$ cat config.mk
export PLATFORM = sky130hd
export DESIGN_NAME = keyed_wdog
export DESIGN_NICKNAME = d
export VERILOG_FILES = /design/src/rtl/kwd_pkg.sv /design/src/rtl/kwd_regs.sv /design/src/rtl/kwd_counter.sv /design/src/rtl/kwd_actions.sv /design/src/rtl/keyed_wdog.sv
export SDC_FILE = /design/constraint.sdc
export NUM_CORES = 1
export LEC_CHECK = 0
export ABC_AREA = 1
export BUFFER_PORTS_ARGS = -buffer_cell sky130_fd_sc_hd__buf_2
export CORE_AREA = 5 5 120 134
export DETAILED_ROUTE_END_ITERATION = 6
export DIE_AREA = 0 0 125 139
export SKIP_LAST_GASP = 1
export SYNTH_ARGS = -nofsm -noshare
export SYNTH_HDL_FRONTEND = slang
export SYNTH_SLANG_ARGS = --single-unit
$ cat constraint.sdc
create_clock -name clk -period 1.8 [get_ports clk]
set_input_delay 0.18 -clock clk [delete_from_list [all_inputs] [get_ports clk]]
set_output_delay 0.18 -clock clk [all_outputs]
set_load 0.01 [all_outputs]
$ cat src/rtl/kwd_pkg.sv
package kwd_pkg;
  localparam int DATA_W = 32;
  localparam int N_ACT  = 3;

  localparam int OFS_STATUS  = 'h00;
  localparam int OFS_RELOAD  = 'h04;
  localparam int OFS_RESTART = 'h08;
  localparam int OFS_CTRL    = 'h0C;

  localparam logic [DATA_W-1:0] RESTART_KEY = 32'h0000_4755;
  localparam logic [DATA_W-1:0] RELOAD_INIT = 32'h03EF_1480;

  // control word, bit 5 down to bit 0
  typedef struct packed {
    logic full_chip;
    logic fast_tick;
    logic ext_en;
    logic irq_en;
    logic sys_en;
    logic run;
  } ctrl_t;

  localparam int CTRL_W = $bits(ctrl_t);

  function automatic logic key_match(input logic [DATA_W-1:0] d);
    return d == RESTART_KEY;
  endfunction

  function automatic logic [DATA_W-1:0] ctrl_word(input ctrl_t c);
    return {{(DATA_W-CTRL_W){1'b0}}, c};
  endfunction

  function automatic logic is_expiry(input logic [DATA_W-1:0] cnt, input logic step);
    return step && (cnt == '0);
  endfunction
endpackage

$ cat src/rtl/kwd_regs.sv
module kwd_regs
  import kwd_pkg::*;
#(
  parameter int ADDR_W = 8,
  parameter int CNT_W  = 32
) (
  input  logic              clk,
  input  logic              rst_n,
  input  logic              bus_valid,
  input  logic              bus_write,
  input  logic [ADDR_W-1:0] bus_addr,
  input  logic [DATA_W-1:0] bus_wdata,
  input  logic [CNT_W-1:0]  count_q,
  output logic [CNT_W-1:0]  reload_q,
  output ctrl_t             ctrl_q,
  output logic              restart_hit,
  output logic              run_rise,
  output logic [DATA_W-1:0] bus_rdata
);
  logic wr, rd;
  logic sel_status, sel_reload, sel_restart, sel_ctrl;
  ctrl_t ctrl_new;

  assign wr = bus_valid && bus_write;
  assign rd = bus_valid && !bus_write;

  assign sel_status  = bus_addr == ADDR_W'(OFS_STATUS);
  assign sel_reload  = bus_addr == ADDR_W'(OFS_RELOAD);
  assign sel_restart = bus_addr == ADDR_W'(OFS_RESTART);
  assign sel_ctrl    = bus_addr == ADDR_W'(OFS_CTRL);

  assign ctrl_new    = ctrl_t'(bus_wdata[CTRL_W-1:0]);
  assign restart_hit = wr && sel_restart && key_match(bus_wdata);
  assign run_rise    = wr && sel_ctrl && ctrl_new.run && !ctrl_q.run;

  always_ff @(posedge clk or negedge rst_n) begin
    if (!rst_n) begin
      reload_q <= CNT_W'(RELOAD_INIT);
      ctrl_q   <= '0;
    end else if (wr) begin
      if (sel_reload) reload_q <= bus_wdata[CNT_W-1:0];
      if (sel_ctrl)   ctrl_q   <= ctrl_new;
    end
  end

  always_comb begin
    bus_rdata = '0;
    if (rd) begin
      if (sel_status) bus_rdata = DATA_W'(count_q);
      if (sel_reload) bus_rdata = DATA_W'(reload_q);
      if (sel_ctrl)   bus_rdata = ctrl_word(ctrl_q);
    end
  end
endmodule

$ cat src/rtl/kwd_counter.sv
module kwd_counter
  import kwd_pkg::*;
#(
  parameter int CNT_W = 32
) (
  input  logic             clk,
  input  logic             rst_n,
  input  logic             run,
  input  logic             fast_sel,
  input  logic             tick_fast,
  input  logic             tick_slow,
  input  logic [CNT_W-1:0] reload_val,
  input  logic             restart_hit,
  input  logic             run_rise,
  output logic [CNT_W-1:0] count_q,
  output logic             tick_sel,
  output logic             expire
);
  logic load, step;

  assign tick_sel = fast_sel ? tick_fast : tick_slow;
  assign load     = restart_hit || run_rise;
  assign step     = run && tick_sel && !load;
  assign expire   = is_expiry(DATA_W'(count_q), step);

  always_ff @(posedge clk or negedge rst_n) begin
    if (!rst_n)              count_q <= CNT_W'(RELOAD_INIT);
    else if (load || expire) count_q <= reload_val;
    else if (step)           count_q <= count_q - CNT_W'(1);
  end
endmodule

$ cat src/rtl/kwd_actions.sv
module kwd_actions #(
  parameter int N = 3
) (
  input  logic         clk,
  input  logic         rst_n,
  input  logic         expire,
  input  logic [N-1:0] act_en,
  output logic [N-1:0] pulse_q
);
  for (genvar i = 0; i < N; i++) begin : g_act
    always_ff @(posedge clk or negedge rst_n) begin
      if (!rst_n) pulse_q[i] <= 1'b0;
      else        pulse_q[i] <= expire && act_en[i];
    end
  end
endmodule

$ cat src/rtl/keyed_wdog.sv
module keyed_wdog
  import kwd_pkg::*;
#(
  parameter int ADDR_W = 8,
  parameter int CNT_W  = 32
) (
  input  logic              clk,
  input  logic              rst_n,
  input  logic              tick_1mhz,
  input  logic              tick_slow,
  input  logic              bus_valid,
  input  logic              bus_write,
  input  logic [ADDR_W-1:0] bus_addr,
  input  logic [DATA_W-1:0] bus_wdata,
  output logic [DATA_W-1:0] bus_rdata,
  output logic              irq_pulse,
  output logic              sysrst_pulse,
  output logic              extrst_pulse,
  output logic              rst_full_chip
);
  logic [CNT_W-1:0] count_q;
  logic [CNT_W-1:0] reload_q;
  ctrl_t            ctrl_q;
  logic             ctrl_run;
  logic             restart_hit, run_rise, expire, tick_sel;
  logic [N_ACT-1:0] act_en, pulses;

  assign ctrl_run = ctrl_q.run;

  kwd_regs #(.ADDR_W(ADDR_W), .CNT_W(CNT_W)) u_regs (
    .clk(clk), .rst_n(rst_n),
    .bus_valid(bus_valid), .bus_write(bus_write),
    .bus_addr(bus_addr), .bus_wdata(bus_wdata),
    .count_q(count_q), .reload_q(reload_q), .ctrl_q(ctrl_q),
    .restart_hit(restart_hit), .run_rise(run_rise),
    .bus_rdata(bus_rdata)
  );

  kwd_counter #(.CNT_W(CNT_W)) u_cnt (
    .clk(clk), .rst_n(rst_n),
    .run(ctrl_q.run), .fast_sel(ctrl_q.fast_tick),
    .tick_fast(tick_1mhz), .tick_slow(tick_slow),
    .reload_val(reload_q), .restart_hit(restart_hit), .run_rise(run_rise),
    .count_q(count_q), .tick_sel(tick_sel), .expire(expire)
  );

  assign act_en = {ctrl_q.ext_en, ctrl_q.irq_en, ctrl_q.sys_en};

  kwd_actions #(.N(N_ACT)) u_act (
    .clk(clk), .rst_n(rst_n),
    .expire(expire), .act_en(act_en), .pulse_q(pulses)
  );

  assign sysrst_pulse  = pulses[0];
  assign irq_pulse     = pulses[1];
  assign extrst_pulse  = pulses[2];
  assign rst_full_chip = ctrl_q.full_chip;
endmodule

# Word level (Yosys, flattened, before mapping)
# Cells that the tools add are included.
# op_classes
addsub	1
n_mul	0
n_div	0
order_cmp	0
eq_ne	4
n_shift	0
n_mux	7
bitwise	0
n_reduce_logical	23
# op_table
op	n
two-way mux 32 bit	6
equality test 32 x 15 -> 1 bit (second input constant)	1
logical NOT 32 bit	1
subtractor 32 x 1 -> 32 bit (second input constant)	1
equality test 8 x 4 -> 1 bit (second input constant)	2
logical AND 1 bit	13
equality test 8 x 3 -> 1 bit (second input constant)	1
logical NOT 8 bit	1
AND reduction 2 bit	2
logical NOT 1 bit	3
logical OR 1 bit	2
nonzero test 2 bit	1
two-way mux 1 bit	1
# totals
reg_bits	73
latch_bits	0
mem_bits_rw	0
mem_bits_ro	0
inputBits	46
output_inout_bits	36
mem_count	0

# Longest topological paths before layout
# logic_depth
word_depth	10
ltp_mapped	14
depth_no_buf	12

# Modules after synthesis
# From an unflattened synthesis, not the netlist that was laid out.
# unflattened
hier_cells	728
area_unflattened_um2	5003.5
# modules_own_cells
module	instances	cells_each	area_per_inst_um2	seq_area_each_um2
kwd_regs	1	340	2459.9	965.9
kwd_counter	1	379	2446.1	815.8
kwd_actions	1	9	97.6	75.1

# Least setup slack after synthesis
# OpenSTA, ideal clock, no wires.
# synth_path
kind	flip-flop to flip-flop
from	register u_cnt.count_q[0]
to	register u_cnt.count_q[11]
arrival_ns	1.585
path_slack_ns	0.098
path_stages_with_launch	14
path_buffers	2
path_cell_list	dfrtp_1 inv_1 ha_1 buf_2 nand2_2 nor2_4 nand2_2 inv_2 nand2_2 nand3_4 buf_6 nand2_1 nand3_1 nand2_1
# synth_between
elab_chain_cells	4
# synth_lines
element	line	text
start: declaration	kwd_counter.sv:15	output logic [CNT_W-1:0] count_q,
start signal: assignment	kwd_counter.sv:27	if (!rst_n) count_q <= CNT_W'(RELOAD_INIT);
start signal: assignment	kwd_counter.sv:28	else if (load || expire) count_q <= reload_val;
start signal: assignment	kwd_counter.sv:29	else if (step) count_q <= count_q - CNT_W'(1);
parallel branches: the longest is 4 deep, another holds subtractor 32 x 1 -> 32 bit	--	
# Parallel ways; which one is timed is not known. The select of a mux whose other input is x is not followed.
# A chain may end at the register's enable or synchronous reset.

# Final worst setup path
# layout_path
from	register u_cnt.count_q[2]
to	register u_act.pulse_q[2]
# layout_between
elab_chain_cells	3
# layout_lines
element	line	text
logical NOT 32 bit	kwd_pkg.sv:34	return step && (cnt == '0);
logical AND 1 bit	kwd_pkg.sv:34	
logical AND 1 bit	kwd_actions.sv:13	else pulse_q[i] <= expire && act_en[i];
end signal: indexed assignment	kwd_actions.sv:13	
end: declaration	kwd_actions.sv:8	output logic [N-1:0] pulse_q
# Every way passes these cells.

==> results.md <==
Finish:
- Leaving out filler cells and counting taps, the final layout contains 1148.
- The total non-filler cell area in the finished layout is 6810 µm².
- The fraction of layout cells with a size suffix above 1 is 26.6%.
- The register area is 1860 µm².
- The net count of the finished layout is 994.
- The multi-input combinational cells in the finished layout cover a total of 2840 µm².
- After filler insertion, the fill cell instance count of the layout stands at 1530.
- Cells fill 46.5% of the core in the end.
- Compared with the post-synthesis result, the final layout area differs by 29.5%.
- 0 antenna diodes ended up in the layout.

STA:
- The setup slack after layout is 0.0706 ns.
- Setup violations remaining at the end of the flow were counted as 0.
- Setup repair after global routing could not meet its margin everywhere.
- The fmax is 578 MHz.
- For the pin with the worst max-slew slack, the measured transition is 0.630 ns.
- The worst path needs 1.73 ns of the cycle, external delays included.
- For the final routed database, the setup TNS stands at 0 ns.
- The total count of max-transition violations in the final report is 0.
- The final number of hold-violating endpoints was 0.
- The worst path uses 96.1% of the clock period.
- The worst-case hold slack is 0.0657 ns.
- The worst relative slew slack is 58.0%.
- Clock skew on the completed layout was measured at 0.00638 ns.

Floorplanning:
- The area of the die is 17400 µm².
- The number of cell rows is 47.
- The overall die height is 139 µm.
- The total I/O pin count is 82.
- Measured along the x axis, the die boundary spans 125 µm.
- The initial core utilization is 35.9%.
- In this run the standard cell core region covers 14600 µm².

Routing:
- In the routed design, unresolved DRC markers number 0.
- In this run the remaining antenna-violating nets after routing total 0.
- The routed layout has 5447 vias.
- The total wire length after detailed routing is 16500 µm.
- The first detailed-routing pass ran for 5 iterations.
- After detailed routing, the average wire length per cell comes to 14.4 µm.
- The ratio of routed vias to standard cells is 4.74.
- The first routing iteration left 352 violations.

GRT:
- The initial antenna violation count was 0.
- After global routing the overflow that remains totals 0.
- The first global-routing pass estimated 27000 µm of wire.
- The pin count of the biggest net entering global routing is 51.
- The via count of the first global-routing pass is 5359.
- In the global route stage, overall resource usage came out at 19.1%.

Setup path:
- The category of the critical setup timing path is reg -> reg.
- On the worst path, the slowest cell contributes a delay of 0.43 ns.
- Walking the worst path, the cells encountered are nor2_2 -> nand2_2 -> inv_1 -> nand2_1 -> nor2_1 -> nand4_1 -> nand3b_1 -> nor3_1.
- The element type at the critical path end is a flip-flop.
- The startpoint kind of the worst setup timing path is a flip-flop.
- The master of the slowest instance on the critical path is sky130_fd_sc_hd__dfrtp_1.
- Of all nets on the critical path, the largest fanout is 4.
- The endpoint arrival time on the critical path is 1.98 ns.
- The required time of the worst setup path is 2.05 ns.
- The number of buffers and inverters on the critical path is 1.
- On the critical path the largest part of the delay comes from simple AND/OR/NAND/NOR gates.

Pwr:
- Per report_power, the sequential group accounts for 28.4% of the total.
- The combinational cell fraction of total power is 47.6%.
- In this run switching power makes up 40.0% of total power.
- The overall power consumption is 8.12 mW.
- The part of the power in the clock network is 24.0%.
- The total net switching power is 3.25 mW.
- The internal power of the cells is 4.87 mW.
- The leakage component of the power is 3.50 nW.
- The worst vdd rail ir drop is 0.560 mV.
- The total power divided by cell area is 1190 nW/µm².

Logic synthesis:
- Summing the sequential cell areas from Yosys gives 35.3% of the chip area.
- Counting every instance in the synthesized netlist gives 808.
- The largest total area in the synthesized netlist belongs to sky130_fd_sc_hd__dfrtp_1.
- The number of nets handed over by synthesis was 855.
- The summed instance area of the synthesized netlist is 5260 µm².
- The top cell type by area accounts for 23.3% of the synthesized area.
- The dominant combinational cell family by area after synthesis is simple AND/OR/NAND/NOR gates.
- The total of warnings raised by yosys is 0.
- The adder and majority cell fraction of the synthesized area is 0.238%.
- In this run, synthesis produced a sequential element count of 73.
- The share of flip-flops with an asynchronous set or reset after synthesis is 100%.
- The number of distinct library cells after synthesis is 35.
- Summing the areas of all and, or, nand and nor instances in the mapped netlist gives 41.6% of the synthesized area.
- The synthesized netlist devotes 3.17% of its cell area to XOR and XNOR gates.
- For this run, the leading register cell type out of synthesis is sky130_fd_sc_hd__dfrtp_1.
- The number of synthesized flops with an enable pin is 0.
- The mean cell area of the mapped netlist is 6.51 µm².
- The multiplexer fraction of the synthesized cell area is 0%.
- By area the synthesized netlist is led by sky130_fd_sc_hd__dfrtp_1, sky130_fd_sc_hd__nand2_1, sky130_fd_sc_hd__dfstp_2.
- Summing the areas of all compound-gate instances in the mapped netlist gives 7.40% of the synthesized area.

Placement:
- Buffers placed on the I/O ports in this run total 81.
- The last weighted congestion value of the routability-driven placer is 0.920.
- The post-detailed-placement half-perimeter wirelength is 12800 µm.
- After detailed placement, the total cell area comes to 6380 µm².
- OpenSTA, run right after detailed placement, puts the worst setup slack at -0.0378 ns.
- The total placed cells including tap cells is 1128.

Outcome:
- The flow ran to the end, and the final reports show no timing, DRC or antenna violations.

CTS:
- The insertion delay to the later sink of the worst-skew pair is 0.34 ns.
- The number of clock sinks is 73.
- CTS built an H-tree with a depth of 3.
- TritonCTS built the clock tree.
- The cell at the root of the clock tree is sky130_fd_sc_hd__clkbuf_16.
- The clock buffer count from CTS is 9.
- The maximum buffer depth of the clock tree is 2.
- The post-CTS clock slew at the launch and capture registers of the worst setup and hold paths is 0.06 ns.

Min path:
- The tightest min-delay check is of the in -> reg type.

Run:
- The tool flagged a number of max-cap violations equal to 0.
[layout by cell type, fill, tap and decap left out, types with 2 or more instances in the layout]
| master | instances |
|---|---|
| sky130_fd_sc_hd__a21oi_1 | 39 |
| sky130_fd_sc_hd__buf_12 | 10 |
| sky130_fd_sc_hd__buf_2 | 81 |
| sky130_fd_sc_hd__buf_4 | 64 |
| sky130_fd_sc_hd__bufinv_16 | 2 |
| sky130_fd_sc_hd__clkbuf_1 | 2 |
| sky130_fd_sc_hd__clkbuf_16 | 9 |
| sky130_fd_sc_hd__dfrtp_1 | 49 |
| sky130_fd_sc_hd__dfstp_2 | 24 |
| sky130_fd_sc_hd__inv_1 | 110 |
| sky130_fd_sc_hd__inv_2 | 5 |
| sky130_fd_sc_hd__nand2_1 | 288 |
| sky130_fd_sc_hd__nand2_2 | 7 |
| sky130_fd_sc_hd__nand3_1 | 41 |
| sky130_fd_sc_hd__nand3_2 | 12 |
| sky130_fd_sc_hd__nand3b_1 | 2 |
| sky130_fd_sc_hd__nand4_1 | 19 |
| sky130_fd_sc_hd__nor2_1 | 82 |
| sky130_fd_sc_hd__nor2_2 | 17 |
| sky130_fd_sc_hd__nor2_4 | 9 |
| sky130_fd_sc_hd__nor3_1 | 9 |
| sky130_fd_sc_hd__nor3_2 | 2 |
| sky130_fd_sc_hd__nor4_1 | 2 |
| sky130_fd_sc_hd__o21ai_0 | 9 |
| sky130_fd_sc_hd__o21ai_1 | 22 |
| sky130_fd_sc_hd__o221ai_1 | 3 |
| sky130_fd_sc_hd__xnor2_1 | 7 |
| sky130_fd_sc_hd__xor2_1 | 12 |
[power by group through the flow]
stage               sequential (mW)  combinational, mW  clock, mW
floorplan                      2.38               2.18          0
global placement               2.28               3.71          0
detailed placement             2.29               3.73          0
CTS                            2.27               3.76       1.98
global route                   2.34               4.34       2.04
finish                         2.30               3.87       1.95
[what timing repair did]
action,CTS,global route
hold endpoints to repair,16,0
setup buffers,0,2
gates cloned,1,0
hold buffers,1,0
setup endpoints to repair,23,63
pin swaps,1,1
gates resized for setup,3,25
[final cells by class]
| type | count | area share (%) |
|---|---|---|
| timing repair buffer | 156 | 16.1 |
| multi-input combinational | 590 | 41.7 |
| tap | 196 | 3.60 |
| sequential | 73 | 27.3 |
| inverter | 117 | 6.67 |
| clock inverter | 5 | 1.19 |
| clock buffer | 11 | 3.42 |
[routing by layer]
metal | part of all wire (%) | track usage, %
met1 | 47 | 26.2
met2 | 46 | 31.4
met3 | 4.2 | 1.58
met4 | 2.1 | 7.19
met5 | 0 | 0
[worst min-delay path: cells and delay by family]
family / cells / cell delay, ns
AOI/OAI and AO/OA: 1 / 0.06
buffers and inverters: 2 / 0.16
[path summary, 6_finish.rpt]
check	start	end	slack, ns	cells after the start
min in group asynchronous	rst_n	u_act.pulse_q[0]	0.41	2
worst min-delay path	bus_wdata[19]	u_regs.reload_q[19]	0.07	3
worst max-delay path	u_cnt.count_q[2]	u_act.pulse_q[2]	0.07	8
worst min register to register	u_regs.reload_q[10]	u_regs.reload_q[10]	0.48	2
max in group asynchronous	rst_n	u_cnt.count_q[25]	0.75	3
worst max register to register	u_cnt.count_q[2]	u_act.pulse_q[2]	0.07	8
[registers in the layout (all words and copies together) (netlist names)]
signal,count
u_act.pulse_q,3
u_cnt.count_q,32
u_regs.ctrl_q,6
u_regs.reload_q,32
[cell families after synthesis]
kind of cell             count (synthesis)
XOR/XNOR                                19
adder cells (fa/ha/maj)                  1
buffers and inverters                  146
AO/OA/AOI/OAI                           75
flip-flops                              73
AND/OR/NAND/NOR                        494
[cells in the mapped netlist (all sizes together), types with 2 or more instances]
cell / n
a21oi: 40
buf: 19
clkbuf: 10
clkinv: 2
dfrtp: 49
dfstp: 24
inv: 115
nand2: 296
nand3: 54
nand3b: 2
nand4: 20
nor2: 108
nor3: 11
nor4: 3
o21ai: 31
o221ai: 3
xnor2: 7
xor2: 12
Power figures use the tool's default switching activity.
